===== src/rtl/sph_pkg.sv =====
package sph_pkg;
  localparam int unsigned CLS_W  = 3;
  localparam int unsigned POL_W  = 2;

  localparam logic [CLS_W-1:0] CLS_EQ  = 3'd0;
  localparam logic [CLS_W-1:0] CLS_LTZ = 3'd1;
  localparam logic [CLS_W-1:0] CLS_LEZ = 3'd2;
  localparam logic [CLS_W-1:0] CLS_GTZ = 3'd3;
  localparam logic [CLS_W-1:0] CLS_GEZ = 3'd4;
  localparam logic [CLS_W-1:0] CLS_JMP = 3'd5;

  typedef enum logic [POL_W-1:0] {
    POL_NEVER = 2'd0,
    POL_DIR   = 2'd1,
    POL_RULES = 2'd2,
    POL_HINT  = 2'd3
  } policy_e;
endpackage


===== src/rtl/sph_dir_sel.sv =====
module sph_dir_sel
  import sph_pkg::*;
(
  input  logic [CLS_W-1:0] cls_i,
  input  logic [POL_W-1:0] policy_i,
  input  logic             backward_i,
  input  logic             hint_i,
  output logic             taken_o
);
  logic rule_dir;

  // class rules: sign tests get a fixed direction, the rest use the offset
  always_comb begin
    case (cls_i)
      CLS_LTZ, CLS_LEZ: rule_dir = 1'b0;
      CLS_GTZ, CLS_GEZ: rule_dir = 1'b1;
      default:          rule_dir = backward_i;
    endcase
  end

  always_comb begin
    case (policy_e'(policy_i))
      POL_NEVER: taken_o = 1'b0;
      POL_DIR:   taken_o = backward_i;
      POL_RULES: taken_o = rule_dir;
      POL_HINT:  taken_o = hint_i;
      default:   taken_o = 1'b0;
    endcase
    if (cls_i == CLS_JMP) taken_o = 1'b1;
  end
endmodule


===== src/rtl/sph_target_calc.sv =====
module sph_target_calc #(
  parameter int unsigned PC_W  = 32,
  parameter int unsigned OFF_W = 16,
  parameter int unsigned SHIFT = 2,
  parameter int unsigned STEP  = 4
) (
  input  logic [PC_W-1:0]  pc_i,
  input  logic [OFF_W-1:0] off_i,
  output logic [PC_W-1:0]  target_o
);
  localparam int unsigned EXT_W = PC_W - OFF_W;

  logic [PC_W-1:0] off_ext;
  logic [PC_W-1:0] seq_pc;

  generate
    if (EXT_W > 0) begin : g_ext
      assign off_ext = {{EXT_W{off_i[OFF_W-1]}}, off_i};
    end else begin : g_trunc
      assign off_ext = off_i[PC_W-1:0];
    end
  endgenerate

  assign seq_pc   = pc_i + PC_W'(STEP);
  assign target_o = seq_pc + (off_ext << SHIFT);
endmodule


===== src/rtl/sph_out_reg.sv =====
module sph_out_reg #(
  parameter int unsigned PC_W = 32
) (
  input  logic            clk,
  input  logic            rst_n,
  input  logic            cap_en,
  input  logic            taken_i,
  input  logic [PC_W-1:0] target_i,
  output logic            valid_o,
  output logic            taken_o,
  output logic [PC_W-1:0] target_o
);
  logic            valid_n;
  logic            taken_n;
  logic [PC_W-1:0] target_n;

  always_comb begin
    valid_n  = cap_en;
    taken_n  = taken_o;
    target_n = target_o;
    if (cap_en) begin
      taken_n  = taken_i;
      target_n = target_i;
    end
  end

  always_ff @(posedge clk or negedge rst_n) begin
    if (!rst_n) begin
      valid_o  <= 1'b0;
      taken_o  <= 1'b0;
      target_o <= '0;
    end else begin
      valid_o  <= valid_n;
      taken_o  <= taken_n;
      target_o <= target_n;
    end
  end


  hold_when_idle_chk: assert property (@(posedge clk) disable iff (!rst_n)
    !cap_en |=> ($stable(taken_o) && $stable(target_o)));
endmodule


===== src/rtl/static_hint_predictor.sv =====
module static_hint_predictor
  import sph_pkg::*;
#(
  parameter int unsigned PC_W  = 32,
  parameter int unsigned OFF_W = 16
) (
  input  logic             clk,
  input  logic             rst_n,
  input  logic             req_valid,
  input  logic [2:0]       br_class,
  input  logic [1:0]       policy,
  input  logic [PC_W-1:0]  br_pc,
  input  logic [OFF_W-1:0] br_offset,
  input  logic             hint_bit,
  output logic             pred_valid,
  output logic             pred_taken,
  output logic [PC_W-1:0]  pred_target
);
  localparam int unsigned WORD_SHIFT = 2;
  localparam int unsigned INSN_BYTES = 4;

  logic            rst_meta;
  logic            rst_sync_n;
  logic            dir_taken;
  logic [PC_W-1:0] calc_target;

  // asynchronous assert, synchronous release
  always_ff @(posedge clk or negedge rst_n) begin
    if (!rst_n) begin
      rst_meta   <= 1'b0;
      rst_sync_n <= 1'b0;
    end else begin
      rst_meta   <= 1'b1;
      rst_sync_n <= rst_meta;
    end
  end

  sph_dir_sel u_dir (
    .cls_i      (br_class),
    .policy_i   (policy),
    .backward_i (br_offset[OFF_W-1]),
    .hint_i     (hint_bit),
    .taken_o    (dir_taken)
  );

  sph_target_calc #(
    .PC_W  (PC_W),
    .OFF_W (OFF_W),
    .SHIFT (WORD_SHIFT),
    .STEP  (INSN_BYTES)
  ) u_tgt (
    .pc_i     (br_pc),
    .off_i    (br_offset),
    .target_o (calc_target)
  );

  sph_out_reg #(.PC_W(PC_W)) u_out (
    .clk      (clk),
    .rst_n    (rst_sync_n),
    .cap_en   (req_valid),
    .taken_i  (dir_taken),
    .target_i (calc_target),
    .valid_o  (pred_valid),
    .taken_o  (pred_taken),
    .target_o (pred_target)
  );


  valid_latency_chk: assert property (@(posedge clk) disable iff (!rst_sync_n)
    req_valid |=> pred_valid);


  jump_taken_chk: assert property (@(posedge clk) disable iff (!rst_sync_n)
    (req_valid && br_class == CLS_JMP) |=> pred_taken);


  never_policy_chk: assert property (@(posedge clk) disable iff (!rst_sync_n)
    (req_valid && policy == POL_NEVER && br_class != CLS_JMP) |=> !pred_taken);


  dir_policy_chk: assert property (@(posedge clk) disable iff (!rst_sync_n)
    (req_valid && policy == POL_DIR && br_class != CLS_JMP)
      |=> (pred_taken == $past(br_offset[OFF_W-1])));


  neg_test_chk: assert property (@(posedge clk) disable iff (!rst_sync_n)
    (req_valid && policy == POL_RULES && (br_class == CLS_LTZ || br_class == CLS_LEZ))
      |=> !pred_taken);


  pos_test_chk: assert property (@(posedge clk) disable iff (!rst_sync_n)
    (req_valid && policy == POL_RULES && (br_class == CLS_GTZ || br_class == CLS_GEZ))
      |=> pred_taken);


  hint_policy_chk: assert property (@(posedge clk) disable iff (!rst_sync_n)
    (req_valid && policy == POL_HINT && br_class != CLS_JMP)
      |=> (pred_taken == $past(hint_bit)));
endmodule


===== config.mk =====
export PLATFORM = sky130hd
export DESIGN_NAME = static_hint_predictor
export DESIGN_NICKNAME = d
export VERILOG_FILES = /design/src/rtl/sph_pkg.sv /design/src/rtl/sph_dir_sel.sv /design/src/rtl/sph_target_calc.sv /design/src/rtl/sph_out_reg.sv /design/src/rtl/static_hint_predictor.sv
export SDC_FILE = /design/constraint.sdc
export NUM_CORES = 1
export LEC_CHECK = 0
export CELL_PAD_IN_SITES_DETAIL_PLACEMENT = 1
export CELL_PAD_IN_SITES_GLOBAL_PLACEMENT = 1
export CORE_UTILIZATION = 45
export DETAILED_ROUTE_END_ITERATION = 7
export DONT_BUFFER_PORTS = 1
export PLACE_DENSITY_LB_ADDON = 0.1
export SLEW_MARGIN = 40
export SYNTH_ARGS = -nofsm -noshare
export SYNTH_HDL_FRONTEND = slang
export SYNTH_SLANG_ARGS = --single-unit
export TNS_END_PERCENT = 10

===== constraint.sdc =====
create_clock -name clk -period 1.65 [get_ports clk]
set_input_delay 0.33 -clock clk [delete_from_list [all_inputs] [get_ports clk]]
set_output_delay 0.33 -clock clk [all_outputs]
set_load 0.05 [all_outputs]

-- After elaboration in Yosys (flattened, before gate mapping)
Cells that the tools add are included.
- add/subtract/negate cells: 2
- reduce and logical (&&, ||, !) cells: 3
- equal/unequal tests: 8
- muxes and demuxes: 3
- operator list (kind ; number):
    $add 32x3->32 const B ; 1
    $add 32x32->32 ; 1
    $eq 3x2->1 const B ; 2
    $eq 3x3->1 const B ; 2
    $eq 2x2->1 const B ; 2
    $pmux 1 s4 ; 1
    $reduce_or 2->1 ; 2
    $eq 3x1->1 const B ; 1
    $eq 2x1->1 const B ; 1
    $logic_not 2->1 ; 1
    $pmux 1 s2 ; 1
    $mux 1 ; 1
- input port bits: 57
- output and inout port bits: 34
- register bits after elaboration: 36
- logic and storage cells: 21

-- Logic depth before layout (Yosys ltp)
Gate-level depths: netlist of run 1.
- depth after elaboration: 5
- depth in mapped cells: 11

-- Modules after synthesis
A second synthesis of run 1 with hierarchy kept.
- cell total of the unflattened synthesis: 322
- area total of the unflattened synthesis: 3422.0 um2
- modules (own cells, without submodules) (module ; cells an instance ; times used ; area an instance (um2) ; seq. area each (um2)):
    sph_target_calc ; 238 ; 1 ; 1881.8 ; 0.0
    sph_out_reg ; 71 ; 1 ; 1406.3 ; 850.8
    sph_dir_sel ; 10 ; 1 ; 80.1 ; 0.0
    static_hint_predictor ; 3 ; 1 ; 53.8 ; 50.0

-- Worst setup path before layout of run 1
Ideal clock, no wire load.
- path kind: input-to-reg
- from: input br_pc[3]
- to: register u_out.target_o[31]
- stages: 9
- required time: 1.581 ns
- path slack: -0.901 ns
- arrival: 2.482 ns
- setup time: 0.069 ns
- path through: ha_1 ha_1 fa_1 a21oi_1 o211ai_1 a211oi_2 nor3_1 or4_1 nand3_1
- cells in the longest elaborated chain, start to end: 2
- RTL lines (item ; RTL line ; source):
    start: declaration ; static_hint_predictor.sv:12 ; input logic [PC_W-1:0] br_pc,
    $add 32x3->32 ; sph_target_calc.sv:24 ; assign seq_pc = pc_i + PC_W'(STEP);
    $add 32x32->32 ; sph_target_calc.sv:25 ; assign target_o = seq_pc + (off_ext << SHIFT);
    end signal: assignment ; sph_out_reg.sv:35 ; target_o <= target_n;
    end: declaration ; sph_out_reg.sv:11 ; output logic [PC_W-1:0] target_o
Every way passes these cells.
A chain may end at the register's enable or synchronous reset.

-- Final worst setup path of run 1
- from: input br_pc[3]
- to: register u_out.target_o[27]
The elaborated chain is that of the path after synthesis.

==> run_results.csv, run 1 <==
group,metric,value,unit
synth,synth_nets,496,
route,antenna_left,0,
sta,finClkSkew,0.02143,ns
synth,yosysTopAreaCellShare,25.98,%
place,numPortBuffers,0,
sta,finalMaxSlewViolations,0,
power_and_ir_drop,ir_worst_vdd,0.0005206,V
clock_network,cts-root-buf,"clkbuf_8",
route,firstDrtPassIters,5,
hold_path,min_path_type,"primary input to register",
power_and_ir_drop,powerDensity,1046,nW/µm²
run_status,status,"finished, violations left",
synth,synth_ff_type,"dfrtp_1",
route,vias,3914,
synth,synthCells,381,
synth,synth_commonest_cells,"ha_1 (57), a21oi_1 (38), dfrtp_1 (36), nand2_1 (34)",
critical_path,arrival,2.56,ns
sta,max_slew_margin,63.15,%
place,dp_hpwl,9021,µm
final_layout,area_growth,41.28,%
clock_network,cts_tree,"built",
die,die_area,8060,µm²
critical_path,cp-end-kind,"register",
synth,synth_edf_count,0,
die,pin_count,91,
route,drt-total-wl,17000,µm
global_route,antenna_found_initial,0,
die,die_y,89.78,µm
synth,synth_area,3467,µm²
synth,yosys.area.top_type,"dfrtp_1",
critical_path,crit_type,"primary input to register",
global_route,grt_pass1_vias,4138,
sta,fmax,421.7,MHz
synth,async_flop_share,100.0,%
sta,setup_viol_count_final,25,
clock_network,htree_levels,2,
run_status,violations,"negative setup slack",
synth,seq_area_frac_synth,25.98,%
place,routabilityCongestion,0.9149,
die,die_w,89.78,µm
global_route,grt_max_degree,41,
clock_network,clk_latency,0.33,ns
route,drc,0,
critical_path,path_delay_family,"compound AO/OA/AOI/OAI gates",
sta,holdWs,0.04601,ns
clock_network,cts_sinks,36,
synth,syn_area_per_cell,9.100,µm²
final_layout,drive_gt1_share,42.26,%
run,maxCapViolCount,0,
global_route,grt_usage,35.85,%
synth,yosys_warnings,0,
sta,fin_tns_setup,-12.13,ns
place,pre_cts_ws,-1.028,ns
final_layout,nets,592,
sta,worst_pin_slew,0.5527,ns
critical_path,worst_setup_path_start_kind,"primary input",
final_layout,diodes,0,
synth,ys_ff_latch,36,
critical_path,crit_chain,"ha_4, ha_4, fa_2, a21oi_2, o211ai_1, a211oi_2, buf_4, buf_4, o31a_1, mux2i_1, nand2_1",
synth,yosysUniqueCellTypes,57,
die,start_util,47.29,%
final_layout,stdcell_count,577,
die,rows,31,
synth,synth_area_leaders,"dfrtp_1 (26%), ha_1 (21%), a21oi_1 (5.5%)",
global_route,grt_pass1_wl,22340,µm
place,dp.cells,561,
route,avgRoutedWirePerCell,29.47,µm
global_route,globalRouteOverflowTotal,0,
critical_path,crit_buf_inv,2,
critical_path,max_stage_delay,0.37,ns
clock_network,clockBufferDepth,2,
die,core,7331,µm²
sta,rsz0062_at_grt,"true",
clock_network,clk_pin_slew,0.08,ns
sta,final_min_period_over_clock_period,143.7,%
power_and_ir_drop,p_leak,2.135,nW
clock_network,numCtsBuffers,5,
critical_path,required,1.84,ns
critical_path,slowest_stage,"fa_2",
synth,yosysMostFrequentCell,"ha_1",
critical_path,cp_max_fo,4,
route,drt-vias-per-instance,6.783,
sta,hold_violations,0,
sta,fin_crit,2.372,ns
sta,fin_ws,-0.7216,ns
route,drtIter0Drc,308,
## what timing repair did
action,4_1_cts,5_1_grt
buffers inserted,6,1
setup endpoints to repair,26,25
hold buffers,1,0
endpoints found under the hold margin,2,0
gates resized for setup,44,27
pin swaps,18,8
## logic make-up (layout without fill, tap and decap cells)
family          count (synthesis)  count (layout)  share of synthesized area (%)
compound gates                115             115                          23.57
xor+xnor                       16              16                          4.042
fa+ha+maj                      58              58                          21.15
buf+inv                        30             127                          3.536
flops                          36              36                          25.98
mux                            20              20                          6.351
other cells                     1               1                         0.1082
simple gates                  105             105                          15.27
## layout by cell type, fill, tap and decap left out, types with 5 or more instances in the layout
cell type and instances:
nand3_1 8, o31ai_1 5, mux2_2 16, nor3_1 8
o21ai_0 7, dfrtp_1 36, nor2_1 16, clkbuf_8 5
xor2_1 8, a21oi_1 25, ha_1 34, nand4_1 11
a21oi_2 11, xnor2_1 8, ha_4 21, nand2_1 31
o21ai_1 8, o21a_1 7, a21o_1 8, o211ai_1 5
buf_4 105, inv_1 10
## stage by stage
| step | util (%) | total power, W | cell area, µm² |
|---|---|---|---|
| after floorplan | - | 0.002952 | 3498 |
| after global placement | 58.54 | 0.003610 | 4292 |
| after detailed placement | 58.54 | 0.003712 | 4292 |
| after CTS | 65.05 | 0.004748 | 4768 |
| after global routing | 66.82 | 0.005272 | 4898 |
| final | 66.82 | 0.005122 | 4898 |
## final timing paths
path | slack, ns | cells after the start | startpoint | to
setup / recovery | -0.72 | 11 | br_pc[3] | u_out.target_o[27]
hold / removal | 0.05 | 0 | req_valid | u_out.valid_o
setup reg to reg | 0.40 | 3 | u_out.target_o[25] | u_out.target_o[25]
hold reg to reg | 0.29 | 1 | rst_sync_n | u_out.target_o[20]
max in group asynchronous | 1.00 | 1 | rst_sync_n | u_out.target_o[10]
min in group asynchronous | 0.24 | 1 | rst_n | rst_meta
## layer usage
| layer | vias up | share of wire [%] | wire [µm] | track usage, % |
|---|---|---|---|---|
| met5 | - | 0 | 0 | 0 |
| met2 | 286 | 48 | 8171 | 65.06 |
| met4 | 0 | 8.2 | 1388 | 18.44 |
| met3 | 117 | 9.0 | 1534 | 6.514 |
| li1 | 1618 | - | - | - |
| met1 | 1893 | 35 | 5910 | 39.79 |
## flip-flops by register name (all words and copies together) (netlist names)
register / flops
u_out.valid_o: 1
u_out.target_o: 32
rst_meta: 1
rst_sync_n: 1
u_out.taken_o: 1
## where the power goes
group / leakage [nW] / internal, W / switching [W]
logic: 1.66 / 0.00105 / 0.00121
clock network: 0.0548 / 0.000457 / 0.000437
registers: 0.422 / 0.00108 / 0.000889
## area by class of cell
cell class | instances | area (µm²)
Inverter | 11 | 41.29
Multi-Input combinational cell | 315 | 2897
Fill cell | 786 | 2432
Timing Repair Buffer | 108 | 820.8
Sequential cell | 36 | 900.9
Tap cell | 99 | 123.9
Clock buffer | 5 | 68.82
Clock inverter | 3 | 46.29
No activity file was read; power rests on OpenSTA's default activity.
==> run 2: changes to the inputs <==
CELL_PAD_IN_SITES_DETAIL_PLACEMENT = not set   (was 1)
CELL_PAD_IN_SITES_GLOBAL_PLACEMENT = not set   (was 1)
PLACE_DENSITY_LB_ADDON = not set   (was 0.1)
==> run 2 against run 1 <==
Net effect:
- the run still ends with negative setup slack left
- flip-flop and latch count unchanged
- cell count fell by 0.17%
- clock skew fell by 0.011 ns
- count of clock-buffer cells in the layout is the same
- die area did not move
- non-clock buffer count shrank 1
- critical endpoint is now u_out.target_o[23]
==> run_results.csv, run 2 (synthesized netlist as in run 1, its figures left out) <==
group,metric,value,unit
place,numPortBuffers,0,
hold_path,worstHoldPathCells,0,
final_layout,drive_gt1_share,42.14,%
critical_path,crit_cells,9,
die,pin_count,91,
global_route,globalRouteOverflowTotal,0,
global_route,grt_max_degree,41,
critical_path,crit_top_cell,"ha_4",
sta,rsz0062_at_grt,"true",
sta,hold_violations,0,
global_route,grt_usage,24.13,%
global_route,grt_util_met3,3.384,%
route,antenna_left,0,
route,vias,3320,
global_route,grt_busiest_layer,"met2",
critical_path,path_delay_family,"compound AO/OA/AOI/OAI gates",
run_status,violations,"negative setup slack",
critical_path,crit_chain,"ha_4, ha_4, fa_2, a21oi_2, o211ai_1, a211oi_2, o31a_1, xnor2_1, mux2_4",
clock_network,htree_levels,2,
sta,holdWs,0.06463,ns
sta,finClkSkew,0.01015,ns
global_route,grt_pass1_wl,15890,µm
critical_path,slowest_stage,"fa_2",
final_layout,regMostFlops,"u_out.target_o",
die,die_y,89.78,µm
sta,fin_ws,-0.4881,ns
clock_network,clk_pin_slew,0.08,ns
clock_network,cts-root-buf,"clkbuf_8",
route,drt-total-wl,10240,µm
sta,fmax,467.7,MHz
critical_path,worst_setup_path_start_kind,"primary input",
power_and_ir_drop,swShare,45.90,%
route,drc,0,
global_route,met1_usage,29.45,%
critical_path,max_stage_delay,0.37,ns
route,drt-vias-per-instance,5.764,
critical_path,cp_max_fo,4,
route,drtIter0Drc,101,
critical_path,cp-end-kind,"register",
final_layout,largest_reg_flops,32,
die,rows,31,
run,maxCapViolCount,0,
power_and_ir_drop,p_sw,0.002188,W
critical_path,worst_r2r_endpoint,"u_out.target_o[22]",
power_and_ir_drop,ir_worst_vdd,0.0003758,V
clock_network,cts_sinks,36,
place,dp_hpwl,7682,µm
clock_network,clk_latency,0.30,ns
final_layout,nFillCells,550,
clock_network,numCtsBuffers,5,
sta,final_min_period_over_clock_period,129.6,%
power_and_ir_drop,p_int,0.002579,W
sta,finalMaxSlewViolations,0,
global_route,grtUsageMet2,44.17,%
sta,setup_viol_count_final,25,
critical_path,required,1.83,ns
hold_path,min_path_type,"primary input to register",
place,routabilityCongestion,0.8516,
critical_path,crit_buf_inv,0,
die,core,7331,µm²
power_and_ir_drop,comb_power_share,42.0,%
critical_path,rr_worst_depth,3,
critical_path,startpoint,"br_offset[1]",
clock_network,clockBufferDepth,2,
run_status,status,"finished, violations left",
clock_network,cts_tree,"built",
power_and_ir_drop,p_leak,2.163,nW
final_layout,nets,591,
final_layout,mostFrequentLayoutCells,"buf_4 (101), dfrtp_1 (36), ha_1 (35)",
power_and_ir_drop,pwr-share-seq,40.4,%
critical_path,crit_type,"primary input to register",
route,firstDrtPassIters,4,
final_layout,mostFrequentLayoutCell,"buf_4",
power_and_ir_drop,powerDensity,963.1,nW/µm²
critical_path,endpoint,"u_out.target_o[23]",
global_route,antenna_found_initial,0,
die,start_util,47.29,%
final_layout,finalInstanceArea,4950,µm²
final_layout,diodes,0,
critical_path,worstReg2RegStart,"u_out.target_o[22]",
power_and_ir_drop,clkPwrFrac,17.5,%
final_layout,area_growth,42.76,%
route,avgRoutedWirePerCell,17.78,µm
critical_path,arrival,2.32,ns
power_and_ir_drop,p_total,0.004767,W
sta,max_slew_margin,63.17,%
die,die_w,89.78,µm
place,dpl_cell_area,4302,µm²
sta,worst_pin_slew,0.5524,ns
die,die_area,8060,µm²
global_route,grt_pass1_vias,3304,
sta,fin_crit,2.138,ns
critical_path,r2r_setup_slack,0.55,ns
place,pre_cts_ws,-0.9241,ns
run 2: repair_timing:
item                                    in CTS  in global routing
endpoints found under the hold margin        2                  0
gates resized for setup                     32                 42
hold buffers                                 1                  0
setup buffers                                5                  4
pin swaps                                   27                 15
endpoints found under the setup margin      25                 25
run 2: how the worst min path moves through the flow:
stage / startpoint / end / slack, ns
5_1_grt: req_valid / u_out.valid_o / 0.05
6_report: req_valid / u_out.valid_o / 0.06
2_1_floorplan: rst_n / rst_meta / 0.03
3_5_place_dp: rst_n / rst_meta / 0.03
3_3_place_gp: rst_n / rst_sync_n / 0.03
4_1_cts: req_valid / u_out.valid_o / 0.05
run 2: layer usage:
layer	wire [µm]	vias to the layer above
li1	-	1612
met1	4242	1587
met2	5271	99
met3	492	22
met4	236	0
met5	0	-
run 2: final cells by class:
cell class	instances	area (µm²)	share of cell area (%)
clock buffer	5	68.82	1.390
clock inverter	3	46.29	0.9353
inverter	11	41.29	0.8342
multi-input combinational	315	2927	59.13
sequential	36	900.9	18.20
tap	99	123.9	2.503
timing repair buffer	107	842.1	17.01
run 2: per-stage QoR:
stage	util, %	cells	setup TNS (ns)
finish	67.52	576	-8.088
global route	67.52	576	-10.10
CTS	63.03	572	-8.419
detailed placement	58.68	559	-18.64
global placement	58.68	559	-17.91
floorplan	-	381	-13.49
run 2: power by group through the flow:
| stage | Clock (W) | Combinational, W | Sequential [W] |
|---|---|---|---|
| 6_report | 0.000836 | 0.00200 | 0.00193 |
| 3_3_place_gp | 0 | 0.00166 | 0.00194 |
| 5_1_grt | 0.000887 | 0.00218 | 0.00196 |
| 2_1_floorplan | 0 | 0.000985 | 0.00197 |
| 3_5_place_dp | 0 | 0.00168 | 0.00195 |
| 4_1_cts | 0.000852 | 0.00181 | 0.00193 |
==> run 3: changes to the inputs <==
CORE_UTILIZATION = 30   (was 45)
SKIP_CTS_REPAIR_TIMING = 1   (was not set)
==> run 3 against run 2 <==
Net effect:
- the flow still finishes with violations (negative setup slack)
- cell count is 6.6% higher
- sequential power hardly changed
- utilization decreased by 24 points
- critical endpoint is now u_out.target_o[21]
- largest cell class unchanged
==> run_results.csv, run 3 (synthesized netlist as in run 1, its figures left out) <==
group,metric,value,unit
critical_path,worst_setup_path_start_kind,"primary input",
critical_path,crit_top_cell,"ha_4",
die,die_area,11990,µm²
sta,fin_ws,-0.5493,ns
place,numPortBuffers,0,
clock_network,clk_latency,0.28,ns
final_layout,nFillCells,1092,
critical_path,crit_type,"primary input to register",
route,antenna_left,0,
final_layout,diodes,0,
run,maxCapViolCount,0,
global_route,antenna_found_initial,0,
clock_network,cts-root-buf,"clkbuf_16",
die,pin_count,91,
route,vias,3240,
critical_path,cp_max_fo,4,
final_layout,largest_reg_flops,32,
clock_network,numCtsBuffers,5,
final_layout,mostFrequentLayoutCell,"buf_4",
final_layout,stdcell_count,614,
critical_path,max_stage_delay,0.36,ns
sta,rsz0062_at_grt,"true",
final_layout,nets,588,
critical_path,slowest_stage,"fa_2",
final_layout,multi_input_area,2710,µm²
global_route,grt_usage,17.06,%
power_and_ir_drop,powerDensity,992.7,nW/µm²
final_layout,regMostFlops,"u_out.target_o",
place,dp_hpwl,7806,µm
power_and_ir_drop,ir_worst_vdd,0.0005685,V
route,drt-total-wl,10030,µm
final_layout,seq_area,900.9,µm²
final_layout,area_growth,37.75,%
place,routabilityCongestion,0.8594,
global_route,grt_pass1_vias,3348,
sta,finalMaxSlewViolations,0,
die,start_util,31.43,%
final_layout,drive_gt1_share,37.76,%
route,drtIter0Drc,109,
clock_network,htree_levels,2,
die,die_y,109.5,µm
clock_network,clockBufferDepth,2,
sta,max_slew_margin,64.94,%
sta,worst_pin_slew,0.5259,ns
route,firstDrtPassIters,4,
sta,fmax,454.7,MHz
sta,finClkSkew,0.006036,ns
sta,holdWs,0.07897,ns
hold_path,min_path_type,"primary input to register",
power_and_ir_drop,p_leak,2.128,nW
clock_network,clk_pin_slew,0.06,ns
critical_path,arrival,2.36,ns
global_route,grt_max_degree,41,
final_layout,mostFrequentLayoutCells,"buf_4 (101), ha_1 (44), dfrtp_1 (36)",
run_status,status,"finished, violations left",
clock_network,cts_sinks,36,
critical_path,cp-end-kind,"register",
sta,fin_tns_setup,-9.067,ns
run_status,violations,"negative setup slack",
clock_network,cts_tree,"built",
global_route,grt_pass1_wl,15950,µm
route,drc,0,
die,die_w,109.5,µm
die,core,11030,µm²
critical_path,crit_chain,"ha_4, ha_4, fa_2, a21oi_2, o211ai_1, buf_4, a21oi_4, o21ai_1, xor2_1, mux2_2",
die,rows,38,
place,dp.cells,600,
sta,final_min_period_over_clock_period,133.3,%
critical_path,required,1.82,ns
global_route,globalRouteOverflowTotal,0,
route,drt-vias-per-instance,5.277,
sta,setup_viol_count_final,24,
route,avgRoutedWirePerCell,16.34,µm
final_layout,final_util,43.30,%
sta,fin_crit,2.199,ns
sta,hold_violations,0,
==> run 3: critical path: cells and delay by family <==
| family | cells | cell delay (ns) |
|---|---|---|
| AOI/OAI and AO/OA | 4 | 0.68 |
| xor gates and xnor gates | 1 | 0.16 |
| buffers and inverters | 1 | 0.19 |
| muxes | 1 | 0.26 |
| adders and majority gates | 3 | 0.74 |
==> run 3: path summary, 6_finish.rpt <==
check                                        start            endpoint  slack (ns)  depth (start not counted)
min in group asynchronous                    rst_n            rst_meta        0.28                          1
max in group asynchronous               rst_sync_n  u_out.target_o[15]        1.02                          1
worst min register to register          rst_sync_n   u_out.target_o[1]        0.29                          1
worst max register to register  u_out.target_o[25]  u_out.target_o[25]        0.53                          3
worst max-delay path                      br_pc[3]  u_out.target_o[21]       -0.55                         10
worst min-delay path                     req_valid       u_out.valid_o        0.08                          0
==> run 3: area by class of cell <==
type	count	share of cell area, %
clock inverters	3	0.4978
clock buffers	5	2.620
multi-input cells	315	56.75
repair buffers	104	16.74
well taps	140	3.668
inverters	11	0.8646
flip-flops and latches	36	18.86
==> run 3: metal layers <==
layer	global-route usage, %	vias to the layer above	share of wire [%]
li1	-	1610	-
met1	21.84	1549	45
met2	30.10	74	49
met3	2.667	7	4.9
met4	3.619	0	0.87
met5	0	-	0
==> run 3: power by group <==
| group | internal (W) | switching (W) |
|---|---|---|
| Clock | 0.000563 | 0.000419 |
| Combinational | 0.000938 | 0.000892 |
| Sequential | 0.00108 | 0.000849 |
| Total | 0.00258 | 0.00216 |
==> run 3: per-stage QoR <==
step | area, µm² | setup WS (ns) | power, W
3_5_place_dp | 4340 | -0.9370 | 0.003647
4_1_cts | 4489 | -0.6271 | 0.004662
5_1_grt | 4776 | -0.6566 | 0.005042
6_report | 4776 | -0.5493 | 0.004741
3_3_place_gp | 4340 | -0.8777 | 0.003619
2_1_floorplan | 3498 | -0.7638 | 0.002952
